`config.mk`:
```
export PLATFORM = sky130hd
export DESIGN_NAME = i2c_tx_master
export DESIGN_NICKNAME = d
export VERILOG_FILES = /design/src/rtl/i2c_tx_pkg.sv /design/src/rtl/i2c_tx_sync.sv /design/src/rtl/i2c_tx_brg.sv /design/src/rtl/i2c_tx_ctl.sv /design/src/rtl/i2c_tx_master.sv
export SDC_FILE = /design/constraint.sdc
export NUM_CORES = 1
export LEC_CHECK = 0
export BUFFER_PORTS_ARGS = -buffer_cell sky130_fd_sc_hd__buf_4
export CAP_MARGIN = 20
export CORE_MARGIN = 5
export CORE_UTILIZATION = 35
export CTS_BUF_LIST = sky130_fd_sc_hd__clkbuf_4 sky130_fd_sc_hd__clkbuf_8
export CTS_CLUSTER_DIAMETER = 50
export DETAILED_ROUTE_END_ITERATION = 12
export GPL_TIMING_DRIVEN = 0
export SLEW_MARGIN = 20
export SYNTH_ARGS = -nofsm -noshare
export SYNTH_HDL_FRONTEND = slang
export SYNTH_HIERARCHICAL = 1
export SYNTH_SLANG_ARGS = --single-unit
```
`constraint.sdc`:
```
create_clock -name clk -period 2.8 [get_ports clk]
set_input_delay 0.28 -clock clk [delete_from_list [all_inputs] [get_ports clk]]
set_output_delay 0.28 -clock clk [all_outputs]
set_load 0.03 [all_outputs]
```
`src/rtl/i2c_tx_pkg.sv`:
```
package i2c_tx_pkg;

  typedef enum logic [3:0] {
    ST_IDLE,   // bus free, both lines released
    ST_START,  // SDA low with SCL high
    ST_PARK,   // SCL held low, clock frozen
    ST_BLO,    // data bit, SCL low
    ST_BHI,    // data bit, SCL high
    ST_ALO,    // acknowledge slot, SCL low
    ST_AHI,    // acknowledge slot, SCL high
    ST_RREL,   // repeated start: SDA released, SCL low
    ST_RHI,    // repeated start: both released
    ST_RSDA,   // repeated start: SDA low, SCL high
    ST_PLO,    // stop: SDA low, SCL low
    ST_PHI     // stop: SDA low, SCL high
  } tx_state_e;

  typedef struct packed {
    logic start_done;
    logic restart_done;
    logic stop_done;
    logic byte_sent;
    logic ack_done;
  } tx_evt_t;

endpackage

```
`src/rtl/i2c_tx_sync.sv`:
```
module i2c_tx_sync #(
  parameter int STAGES = 2
) (
  input  logic clk,
  input  logic rst_n,
  input  logic d,
  output logic q
);

  generate
    if (STAGES == 0) begin : g_bypass
      assign q = d;
    end else begin : g_chain
      logic [STAGES-1:0] chain_q;
      logic [STAGES-1:0] chain_d;

      always_comb begin
        chain_d = {chain_q[STAGES-2 >= 0 ? STAGES-2 : 0:0], d};
      end

      always_ff @(posedge clk or negedge rst_n) begin
        if (!rst_n) begin
          chain_q <= '1;
        end else begin
          chain_q <= chain_d;
        end
      end

      assign q = chain_q[STAGES-1];
    end
  endgenerate

endmodule

```
`src/rtl/i2c_tx_brg.sv`:
```
module i2c_tx_brg #(
  parameter int RELOAD = 4
) (
  input  logic clk,
  input  logic rst_n,
  input  logic run,
  output logic tick
);

  localparam int CW = (RELOAD < 1) ? 1 : $clog2(RELOAD + 1);
  localparam logic [CW-1:0] LOADV = CW'(RELOAD);

  logic [CW-1:0] cnt_q;
  logic [CW-1:0] cnt_d;

  always_comb begin
    if (!run) begin
      cnt_d = LOADV;
    end else if (cnt_q == '0) begin
      cnt_d = LOADV;
    end else begin
      cnt_d = cnt_q - 1'b1;
    end
  end

  always_ff @(posedge clk or negedge rst_n) begin
    if (!rst_n) begin
      cnt_q <= LOADV;
    end else begin
      cnt_q <= cnt_d;
    end
  end

  assign tick = run && (cnt_q == '0);

endmodule

```
`src/rtl/i2c_tx_ctl.sv`:
```
module i2c_tx_ctl
  import i2c_tx_pkg::*;
(
  input  logic       clk,
  input  logic       rst_n,
  input  logic       tick,
  input  logic       load,
  input  logic [7:0] wr_data,
  input  logic       start_pend,
  input  logic       restart_pend,
  input  logic       stop_pend,
  output logic       run,
  output logic       is_idle,
  output logic       is_park,
  output logic       is_shift,
  output tx_evt_t    evt,
  output logic       scl_lo,
  output logic       sda_lo
);

  tx_state_e  st_q, st_d;
  logic [7:0] sh_q, sh_d;
  logic [2:0] bit_q, bit_d;
  logic       scl_q, scl_d;
  logic       want_q, want_d;
  logic       sda_q;

  always_comb begin
    st_d   = st_q;
    sh_d   = sh_q;
    bit_d  = bit_q;
    scl_d  = scl_q;
    want_d = want_q;
    evt    = '0;
    case (st_q)
      ST_IDLE: begin
        if (start_pend) begin
          st_d   = ST_START;
          scl_d  = 1'b0;
          want_d = 1'b1;
        end
      end
      ST_START: begin
        if (tick) begin
          st_d           = ST_PARK;
          scl_d          = 1'b1;
          evt.start_done = 1'b1;
        end
      end
      ST_PARK: begin
        if (load) begin
          st_d   = ST_BLO;
          sh_d   = wr_data;
          bit_d  = 3'd7;
          want_d = ~wr_data[7];
        end else if (restart_pend) begin
          st_d   = ST_RREL;
          want_d = 1'b0;
        end else if (stop_pend) begin
          st_d   = ST_PLO;
          want_d = 1'b1;
        end
      end
      ST_BLO: begin
        if (tick) begin
          st_d  = ST_BHI;
          scl_d = 1'b0;
        end
      end
      ST_BHI: begin
        if (tick) begin
          scl_d = 1'b1;
          if (bit_q == 3'd0) begin
            st_d          = ST_ALO;
            want_d        = 1'b0;
            evt.byte_sent = 1'b1;
          end else begin
            st_d   = ST_BLO;
            sh_d   = {sh_q[6:0], sh_q[7]};
            bit_d  = bit_q - 1'b1;
            want_d = ~sh_q[6];
          end
        end
      end
      ST_ALO: begin
        if (tick) begin
          st_d  = ST_AHI;
          scl_d = 1'b0;
        end
      end
      ST_AHI: begin
        if (tick) begin
          st_d         = ST_PARK;
          scl_d        = 1'b1;
          evt.ack_done = 1'b1;
        end
      end
      ST_RREL: begin
        if (tick) begin
          st_d  = ST_RHI;
          scl_d = 1'b0;
        end
      end
      ST_RHI: begin
        if (tick) begin
          st_d   = ST_RSDA;
          want_d = 1'b1;
        end
      end
      ST_RSDA: begin
        if (tick) begin
          st_d             = ST_PARK;
          scl_d            = 1'b1;
          evt.restart_done = 1'b1;
        end
      end
      ST_PLO: begin
        if (tick) begin
          st_d  = ST_PHI;
          scl_d = 1'b0;
        end
      end
      ST_PHI: begin
        if (tick) begin
          st_d          = ST_IDLE;
          want_d        = 1'b0;
          evt.stop_done = 1'b1;
        end
      end
      default: begin
        st_d = ST_IDLE;
      end
    endcase
  end

  always_ff @(posedge clk or negedge rst_n) begin
    if (!rst_n) begin
      st_q   <= ST_IDLE;
      sh_q   <= '0;
      bit_q  <= '0;
      scl_q  <= 1'b0;
      want_q <= 1'b0;
      sda_q  <= 1'b0;
    end else begin
      st_q   <= st_d;
      sh_q   <= sh_d;
      bit_q  <= bit_d;
      scl_q  <= scl_d;
      want_q <= want_d;
      sda_q  <= want_q;   // data lags the clock edge by one cycle
    end
  end

  assign run      = (st_q != ST_IDLE) && (st_q != ST_PARK);
  assign is_idle  = (st_q == ST_IDLE);
  assign is_park  = (st_q == ST_PARK);
  assign is_shift = (st_q == ST_BLO) || (st_q == ST_BHI) ||
                    (st_q == ST_ALO) || (st_q == ST_AHI);
  assign scl_lo   = scl_q;
  assign sda_lo   = sda_q;

endmodule

```
`src/rtl/i2c_tx_master.sv`:
```
module i2c_tx_master
  import i2c_tx_pkg::*;
#(
  parameter int RELOAD      = 4,
  parameter int SYNC_STAGES = 2
) (
  input  logic       clk,
  input  logic       rst_n,
  input  logic       wr_buf,
  input  logic [7:0] wr_data,
  input  logic       req_start,
  input  logic       req_restart,
  input  logic       req_stop,
  input  logic       clr_irq,
  input  logic       clr_wcol,
  input  logic       sda_in,
  output logic       scl_drive_low,
  output logic       sda_drive_low,
  output logic       buf_full,
  output logic       wcol,
  output logic       ack_stat,
  output logic       irq,
  output logic       start_pend,
  output logic       restart_pend,
  output logic       stop_pend
);

  logic    sda_sync;
  logic    run, tick;
  logic    is_idle, is_park, is_shift;
  logic    any_pend, load, collide;
  tx_evt_t evt;

  logic bf_q, bf_d;
  logic wc_q, wc_d;
  logic ak_q, ak_d;
  logic iq_q, iq_d;
  logic sp_q, sp_d;
  logic rp_q, rp_d;
  logic pp_q, pp_d;

  i2c_tx_sync #(.STAGES(SYNC_STAGES)) u_sync (
    .clk   (clk),
    .rst_n (rst_n),
    .d     (sda_in),
    .q     (sda_sync)
  );

  i2c_tx_brg #(.RELOAD(RELOAD)) u_brg (
    .clk   (clk),
    .rst_n (rst_n),
    .run   (run),
    .tick  (tick)
  );

  i2c_tx_ctl u_ctl (
    .clk          (clk),
    .rst_n        (rst_n),
    .tick         (tick),
    .load         (load),
    .wr_data      (wr_data),
    .start_pend   (sp_q),
    .restart_pend (rp_q),
    .stop_pend    (pp_q),
    .run          (run),
    .is_idle      (is_idle),
    .is_park      (is_park),
    .is_shift     (is_shift),
    .evt          (evt),
    .scl_lo       (scl_drive_low),
    .sda_lo       (sda_drive_low)
  );

  assign any_pend = sp_q || rp_q || pp_q;
  assign load     = wr_buf && is_park && !any_pend;
  assign collide  = wr_buf && is_shift;

  always_comb begin
    bf_d = bf_q;
    if (load) begin
      bf_d = 1'b1;
    end else if (evt.byte_sent) begin
      bf_d = 1'b0;
    end

    wc_d = wc_q;
    if (collide) begin
      wc_d = 1'b1;
    end else if (clr_wcol) begin
      wc_d = 1'b0;
    end

    iq_d = iq_q;
    if (evt.start_done || evt.restart_done || evt.stop_done || evt.ack_done) begin
      iq_d = 1'b1;
    end else if (clr_irq) begin
      iq_d = 1'b0;
    end

    ak_d = evt.ack_done ? sda_sync : ak_q;

    sp_d = sp_q;
    if (evt.start_done) begin
      sp_d = 1'b0;
    end else if (req_start && is_idle && !any_pend) begin
      sp_d = 1'b1;
    end

    rp_d = rp_q;
    if (evt.restart_done) begin
      rp_d = 1'b0;
    end else if (req_restart && is_park && !any_pend && !wr_buf) begin
      rp_d = 1'b1;
    end

    pp_d = pp_q;
    if (evt.stop_done) begin
      pp_d = 1'b0;
    end else if (req_stop && !req_restart && is_park && !any_pend && !wr_buf) begin
      pp_d = 1'b1;
    end
  end

  always_ff @(posedge clk or negedge rst_n) begin
    if (!rst_n) begin
      bf_q <= 1'b0;
      wc_q <= 1'b0;
      ak_q <= 1'b0;
      iq_q <= 1'b0;
      sp_q <= 1'b0;
      rp_q <= 1'b0;
      pp_q <= 1'b0;
    end else begin
      bf_q <= bf_d;
      wc_q <= wc_d;
      ak_q <= ak_d;
      iq_q <= iq_d;
      sp_q <= sp_d;
      rp_q <= rp_d;
      pp_q <= pp_d;
    end
  end

  assign buf_full     = bf_q;
  assign wcol         = wc_q;
  assign ack_stat     = ak_q;
  assign irq          = iq_q;
  assign start_pend   = sp_q;
  assign restart_pend = rp_q;
  assign stop_pend    = pp_q;

endmodule

```
==> impl_metrics.toml, run 1 <==
[final_layout]
syn_to_final_growth_pct = 23.1
nFillCells = 511
nets = 230
final_cell_mix = "buf_4 (28), dfrtp_1 (27), nand2_1 (14)"
n_antenna_cell = 0
drive_gt1_share_pct = 31.6
final_common_cell = "buf_4"

[drt]
drcViolationCount = 0
drtIter0Drc = 49
vias = 1408
wl_um = 3860
ant_nets = 0
dr.pass1.iters = 4
routedWlPerCell_um = 13.7
via_per_inst = 4.99

[power]
p_leak_nw = 0.922
p_switching_uw = 774
internal_power_mw = 1.16
pwr-share-clk_pct = 18.7
seqPwrFrac_pct = 34.3
pwr-share-comb_pct = 47.0
power_mw = 1.93
ir_drop_v = 0.000394
powerDensity_nw_per_um2 = 883
p_sw_share_pct = 40.1

[setup_path]
path_max_fanout = 10
cp-start-kind = "register"
cp.arrival_ns = 2.81
crit_required_ns = 2.96
endpoint_kind = "register"
critPathKind = "register to register"

[global_routing]
grt_pass1_vias = 1367
track_usage_pct = 13.0
antenna_found_initial = 0
grt_pass1_wl_um = 6600
grt_overflow = 0
grt_max_degree = 31

[job]
maxCapViolCount = 0

[sta]
fmax_ghz = 0.377
slew_headroom_pct = 69.8
finalSetupViolations = 0
worst_pin_slew_ns = 0.449
rsz0062_at_grt = "true"
maxSlewViolCount = 0
fin_ws_ns = 0.149
hold_viol = 0
period_needed_ns = 2.65
final.period_utilization_pct = 94.7
fin_skew_ns = 0.00262

[clock_tree]
clockBufferDepth = 2
clk_pin_slew_worst_paths_ns = 0.06
clock_latency_ns = 0.27
cts-root-buf = "clkbuf_8"
cts.sinks = 30
numCtsBuffers = 5
tritoncts = "yes"
htreeDepth = 2

[floorplanning]
io_pins = 26
start_util_pct = 35.4
fp.dieH_um = 81.2
fp.dieW_um = 81.2
dieArea_um2 = 6600
core_um2 = 5010
placementRows = 26

[yosys]
async_reset_ff_share_pct = 100
ys_seq_area_share_pct = 42.5
synth_top_area_share_pct = 38.1
ys_types = 47
syn_avg_cell_area_um2 = 10.1
syn-num-nets = 194
synth_cells = 175
yosys_warnings = 6
synth_area_leaders = "dfrtp_1 (38%), mux2_2 (6.3%), mux2_1 (5.1%)"
synth-seq-cells = 30
ys.flop_type = "dfrtp_1"
synth_edf_count = 0
synth_area_um2 = 1780
synth_largest_area_cell = "dfrtp_1"

[placement]
place_ws_ns = -0.0948
gp_congestion = 0.850
place_hpwl_um = 2720
port_buffers = 25

[run_status]
status = "finished clean"

[worst_hold_path]
hold_class = "primary input to register"
final timing paths:
check / startpoint / to / slack [ns] / cells after the start
min in group asynchronous: rst_n / u_ctl/sh_q[4] / 0.47 / 2
hold reg to reg: u_sync/g_chain.chain_q[0] / u_sync/g_chain.chain_q[1] / 0.36 / 0
setup reg to reg: u_ctl/st_q[3] / u_ctl/sh_q[3] / 0.15 / 11
max in group asynchronous: rst_n / u_sync/g_chain.chain_q[1] / 2.02 / 2
hold / removal: sda_in / u_sync/g_chain.chain_q[0] / 0.11 / 1
setup / recovery: u_ctl/st_q[3] / u_ctl/sh_q[3] / 0.15 / 11
critical path, cell delays in order (launching register included):
cell and delay [ns]:
dfrtp_1 0.37, buf_6 0.14, or2_0 0.18, buf_2 0.16, nor2_1 0.11, or4b_4 0.52, nor2_4 0.17, buf_4 0.14
nand2_1 0.06, a21oi_2 0.17, buf_6 0.17, mux2_1 0.33
what timing repair did:
| action | in CTS | in global routing |
|---|---|---|
| gates resized for setup | 1 | 1 |
| hold endpoints to repair | 27 | 0 |
| hold buffers | 1 | 0 |
| pin swaps | 0 | 1 |
| setup buffers | 0 | 3 |
| endpoints found under the setup margin | 8 | 9 |
power groups by stage:
stage                     logic, mW  clock network, mW  registers [mW]
after global routing           1.01              0.398           0.683
final                         0.907              0.362           0.662
after global placement        0.884                  0           0.669
after floorplan               0.619                  0           0.706
after CTS                     0.899              0.377           0.663
after detailed placement      0.892                  0           0.669
state kept, by name (all words and copies together) (netlist names):
signal	count
buf_full	1
start_pend	1
irq	1
u_brg/cnt_q	3
stop_pend	1
u_ctl/st_q	4
u_ctl/sh_q	8
u_sync/g_chain.chain_q	2
u_ctl/want_q	1
wcol	1
restart_pend	1
u_ctl/bit_q	3
ack_stat	1
u_ctl/scl_lo	1
u_ctl/sda_lo	1
stage by stage:
step	cells	instance area, um^2	hold slack [ns]	util, %	setup TNS [ns]
after CTS	279	2160	0.0983	43.1	0
after global placement	270	2050	0.239	40.9	-0.471
after detailed placement	270	2050	0.235	40.9	-0.536
final	282	2190	0.107	43.6	0
after global routing	282	2190	0.0917	43.6	-0.0207
after floorplan	175	1780	-0.0156	-	0
logic make-up (layout without fill, tap and decap cells):
kind of cell               Yosys count  count (layout)  synth area share [%]
buffers and inverters               23              60                  6.84
and+or+nand+nor                     61              61                  21.1
muxes                               19              19                  12.0
DFF                                 30              30                  42.5
xor gates and xnor gates             2               2                 0.987
adders and majority gates            2               2                  1.41
AOI/OAI and AO/OA                   38              38                  15.2
synthesized netlist by cell type, drive strengths merged, types with 4 or more instances:
| cell type | count |
|---|---|
| nand3 | 4 |
| a21oi | 9 |
| inv | 11 |
| o22ai | 5 |
| mux2 | 18 |
| dfrtp | 27 |
| buf | 10 |
| nor2 | 11 |
| nor4 | 4 |
| o21ai | 8 |
| nand2 | 14 |
| nor3 | 5 |
metal layers:
metal,vias up,wire [um],track usage (%)
met2,30,1830,19.7
met1,672,1820,18.0
li1,704,-,-
met5,-,0,0
met3,2,187,3.33
met4,0,25,4.05
area by class of cell:
cell class	count	area [um^2]	area share (%)
inverters	11	41.3	1.89
well taps	70	87.6	4.01
flip-flops and latches	30	754	34.5
repair buffers	29	220	10.1
plain buffers	12	80.1	3.66
clock buffers	7	90.1	4.12
multi-input cells	122	907	41.5
clock inverters	1	5.00	0.229
(Power assumes the default switching activity.)
==> run 2, diff against run 1 <==
REMOVE_ABC_BUFFERS = 1   (was not set)
==> run 2 against run 1 <==
Against the previous run:
- maximum frequency increased by 0.90%
- final cell count decreased by 2.1%
- routed wire length decreased by 2.5%
==> impl_metrics.toml, run 2 (synthesis gave the netlist of run 1 again) <==
[run_status]
status = "finished clean"

[drt]
drcViolationCount = 0
drtIter0Drc = 97
ant_nets = 0
wl_um = 3760
routedWlPerCell_um = 13.6
dr.pass1.iters = 4
vias = 1386
via_per_inst = 5.02

[setup_path]
cp-start-kind = "register"
cp.depth = 8
crit_required_ns = 2.99
critPathKind = "register to register"
endpoint_kind = "register"
worst_path_largest_cell_delay_ns = 0.55
cp.arrival_ns = 2.82
path_max_fanout = 12
critPathBufInv = 0
reg2regPathDepth = 8
cp_cell_sequence = "or2_4 > nor2_1 > or4b_4 > nor2_4 > nor4b_4 > or3_1 > a32o_1 > a211oi_1"
cp_slowest_cell = "dfrtp_4"
path_delay_family = "simple AND/OR/NAND/NOR gates"

[final_layout]
multiInputGateArea_um2 = 928
syn_to_final_growth_pct = 23.6
largest_reg_flops = 8
final_area_um2 = 2190
largestRegisters = "u_ctl/sh_q: 8 flops, u_ctl/st_q: 4 flops"
final_common_cell = "buf_4"
n_antenna_cell = 0
final_cell_mix = "buf_4 (33), dfrtp_1 (23), nand2_1 (14)"
largest_register = "u_ctl/sh_q"
seq_area_um2 = 764
nets = 224
drive_gt1_share_pct = 34.5
nFillCells = 504
utilization_pct = 43.8

[worst_hold_path]
min_path_cells = 1
hold_class = "primary input to register"

[clock_tree]
htreeDepth = 2
clock_latency_ns = 0.28
tritoncts = "yes"
clk_pin_slew_worst_paths_ns = 0.06
clockBufferDepth = 2
cts.sinks = 30
numCtsBuffers = 5
cts-root-buf = "clkbuf_8"

[floorplanning]
io_pins = 26
fp.dieW_um = 81.2
placementRows = 26
fp.dieH_um = 81.2
dieArea_um2 = 6600
start_util_pct = 35.4
core_um2 = 5010

[sta]
rsz0062_at_grt = "false"
finalSetupViolations = 0
fin_skew_ns = 0.00653
fmax_ghz = 0.381
worst_pin_slew_ns = 0.710
fin_tns_setup_ns = 0
period_needed_ns = 2.63
slew_headroom_pct = 52.4
maxSlewViolCount = 0
hold_slack_ns = 0.105
hold_viol = 0
final.period_utilization_pct = 93.8

[global_routing]
grt_pass1_vias = 1337
track_usage_pct = 13.0
grt_max_degree = 31
antenna_found_initial = 0
grt_overflow = 0
grt_pass1_wl_um = 6510

[placement]
port_buffers = 25
place_area_um2 = 1970
place_hpwl_um = 2400
gp_congestion = 0.807

[power]
p_leak_nw = 0.909
ir_drop_v = 0.000349
powerDensity_nw_per_um2 = 900

[job]
maxCapViolCount = 0
## run 2: cell types whose count changed in the layout (fill, tap and decap cells not counted), moves of 2 or more
cell      before  now
buf_2          4    0
dfrtp_2        0    2
dfrtp_1       27   23
buf_4         28   33
buf_1          2    0
clkbuf_1       2    0
dfrtp_4        0    2
buf_6          4    0
## run 2: report_power, final
group	leakage, nW	internal (mW)	switching (mW)
logic	0.507	0.408	0.445
clock network	0.0517	0.208	0.159
registers	0.351	0.566	0.189
total	0.909	1.18	0.794
## run 2: metrics by stage
step	total power [mW]	setup WS (ns)	instances
after floorplan	1.27	-0.181	163
after global placement	1.48	-1.06	258
after detailed placement	1.49	-1.05	258
after CTS	1.89	0.0443	269
after global routing	2.14	0.0276	276
final	1.98	0.173	276
## run 2: layer usage
layer	up-vias	track usage, %	share of wire, %
met5	-	0	0
met2	36	18.0	43
met4	0	6.59	1.7
met1	660	18.4	49
li1	683	-	-
met3	7	3.55	5.7
## run 2: final cells by class
cell class | count | share of cell area (%)
inverter | 11 | 1.88
clock inverter | 1 | 0.228
tap | 70 | 3.99
timing repair buffer | 35 | 12.7
clock buffer | 7 | 4.10
sequential | 30 | 34.8
multi-input combinational | 122 | 42.3
## run 2: worst paths after layout
kind                                           start                        end  slack [ns]
min reg2reg                u_sync/g_chain.chain_q[0]  u_sync/g_chain.chain_q[1]        0.36
min in group asynchronous                      rst_n              u_ctl/sh_q[3]        0.46
max reg2reg                            u_ctl/st_q[0]              u_ctl/st_q[2]        0.17
max                                    u_ctl/st_q[0]              u_ctl/st_q[2]        0.17
max in group asynchronous                      rst_n  u_sync/g_chain.chain_q[1]        2.01
min                                           sda_in  u_sync/g_chain.chain_q[0]        0.11
## run 2: what timing repair did
item | CTS | global route
hold buffers | 1 | 0
setup endpoints to repair | 23 | 13
pin swaps | 1 | 1
setup buffers | 2 | 7
hold endpoints to repair | 27 | 0
resized for setup | 9 | 4
==> run 3, diff against run 2 <==
BUFFER_PORTS_ARGS = -buffer_cell sky130_fd_sc_hd__buf_2   (was -buffer_cell sky130_fd_sc_hd__buf_4)
==> run 3 against run 2 <==
Against the previous run:
- clock-buffer cell count unchanged
- combinational power is 12% lower
- power is 3.9% lower
- sequential share of layout area increased by 1.5 points
- design area decreased by 4.4%
- first-iteration DRC count is 42% lower
- final cell count is 1.4% lower
- clock power is essentially flat
- global-route usage shrank 0.90 points
- setup slack got worse by 0.039 ns
- critical path depth stayed put
- clock skew increased by 0.00089 ns
- critical endpoint unchanged
==> impl_metrics.toml, run 3 (synthesis gave the netlist of run 1 again) <==
[clock_tree]
ctsHoldBuffers = 0
clockBufferDepth = 2
clock_latency_ns = 0.28
cts-root-buf = "clkbuf_8"
clk_pin_slew_worst_paths_ns = 0.06
htreeDepth = 2
numCtsBuffers = 5
cts.sinks = 30
tritoncts = "yes"

[run_status]
status = "finished clean"

[global_routing]
grt_max_degree = 31
grt_overflow = 0
track_usage_pct = 12.1
antenna_found_initial = 0
grt_pass1_wl_um = 6250
grt_pass1_vias = 1293

[power]
p_switching_uw = 769
seqPwrFrac_pct = 41.1
p_leak_nw = 0.871
powerDensity_nw_per_um2 = 905
power_mw = 1.90
pwr-share-comb_pct = 39.5
internal_power_mw = 1.13
pwr-share-clk_pct = 19.3
p_sw_share_pct = 40.5
ir_drop_v = 0.000351

[sta]
final.period_utilization_pct = 95.2
rsz0062_at_grt = "false"
fin_tns_setup_ns = 0
fin_skew_ns = 0.00741
worst_pin_slew_ns = 0.715
fmax_ghz = 0.375
slew_headroom_pct = 52.1
hold_viol = 0
hold_slack_ns = 0.0343
period_needed_ns = 2.67
fin_ws_ns = 0.134
finalSetupViolations = 0
maxSlewViolCount = 0

[placement]
place_ws_ns = -1.04
place_area_um2 = 1910
gp_congestion = 0.757
place_hpwl_um = 2380
dp_cells = 258
port_buffers = 25

[drt]
wl_met1_um = 1820
vias = 1345
wl_met2_um = 1600
drtIter0Drc = 56
via_per_inst = 4.94
wl_um = 3630
met3_length_um = 173
dr.pass1.iters = 4
routedWlPerCell_um = 13.3
ant_nets = 0
dr.max_layer_used = "met4"
drcViolationCount = 0

[setup_path]
cp_cell_sequence = "or2_4 > nor2_1 > or4b_4 > nor2_4 > nor4b_4 > or3_1 > a32o_1 > a211oi_1"
cp.arrival_ns = 2.85
critPathKind = "register to register"
rrSetupSlack_ns = 0.13
crit_required_ns = 2.98
path_max_fanout = 22
reg2regPathDepth = 8
path_delay_family = "simple AND/OR/NAND/NOR gates"
cp-start-kind = "register"
worstReg2RegEnd = "u_ctl/st_q[2]"
rr_startpoint = "u_ctl/st_q[0]"
worst_path_largest_cell_delay_ns = 0.55
cp_slowest_cell = "dfrtp_2"
critPathBufInv = 0
endpoint_kind = "register"

[job]
maxCapViolCount = 0

[floorplanning]
core_um2 = 5010
start_util_pct = 35.4
io_pins = 26
fp.dieH_um = 81.2
placementRows = 26
fp.dieW_um = 81.2
dieArea_um2 = 6600

[final_layout]
final_cell_mix = "buf_2 (25), dfrtp_1 (23), nand2_1 (14)"
n_antenna_cell = 0
final_common_cell = "buf_2"
utilization_pct = 41.9
largest_register = "u_ctl/sh_q"
largestRegisters = "u_ctl/sh_q: 8 flops, u_ctl/st_q: 4 flops"
drive_gt1_share_pct = 33.7
largest_reg_flops = 8
nFillCells = 497
syn_to_final_growth_pct = 18.1
final_area_um2 = 2100
fin_cells = 272
nets = 220

[worst_hold_path]
hold_class = "primary input to async pin"
run 3: cell count changes in the layout (fill, tap and decap cells not counted):
cell	previous run	this run
buf_2	0	25
buf_4	33	5
dfrtp_2	2	3
dfrtp_4	2	1
dlygate4sd3_1	1	0
run 3: final cells by class:
| type | instances | area, um^2 | area share [%] |
|---|---|---|---|
| Clock buffer | 7 | 90.1 | 4.30 |
| Clock inverter | 1 | 5.00 | 0.239 |
| Tap cell | 70 | 87.6 | 4.18 |
| Timing Repair Buffer | 31 | 183 | 8.71 |
| Multi-Input combinational cell | 122 | 928 | 44.3 |
| Inverter | 11 | 41.3 | 1.97 |
| Sequential cell | 30 | 762 | 36.3 |
run 3: worst max-delay path by stage:
| stage | to | slack (ns) | startpoint | cells after the start |
|---|---|---|---|---|
| global placement | u_ctl/sh_q[7] | -1.05 | u_ctl/st_q[2] | 8 |
| floorplan | u_ctl/sh_q[7] | -0.18 | u_ctl/st_q[2] | 8 |
| global route | u_ctl/st_q[2] | 0.02 | u_ctl/st_q[0] | 8 |
| detailed placement | u_ctl/sh_q[7] | -1.04 | u_ctl/st_q[2] | 8 |
| CTS | u_ctl/st_q[2] | 0.002 | u_ctl/st_q[0] | 8 |
| finish | u_ctl/st_q[2] | 0.13 | u_ctl/st_q[0] | 8 |
run 3: repair_timing:
action | CTS | global route
endpoints found under the setup margin | 23 | 13
setup buffers | 2 | 4
gates resized for setup | 8 | 4
pin swaps | 1 | 1
run 3: power groups by stage:
stage | Sequential, mW | Clock (mW) | Combinational [mW]
6_report | 0.781 | 0.367 | 0.751
5_1_grt | 0.806 | 0.399 | 0.836
4_1_cts | 0.773 | 0.381 | 0.706
3_5_place_dp | 0.770 | 0 | 0.687
3_3_place_gp | 0.770 | 0 | 0.682
2_1_floorplan | 0.779 | 0 | 0.487
run 3: per-layer routing:
layer / up-vias / GRT usage [%]
met4: 0 / 3.04
met5: - / 0
li1: 676 / -
met3: 4 / 3.33
met1: 636 / 15.9
met2: 29 / 19.6
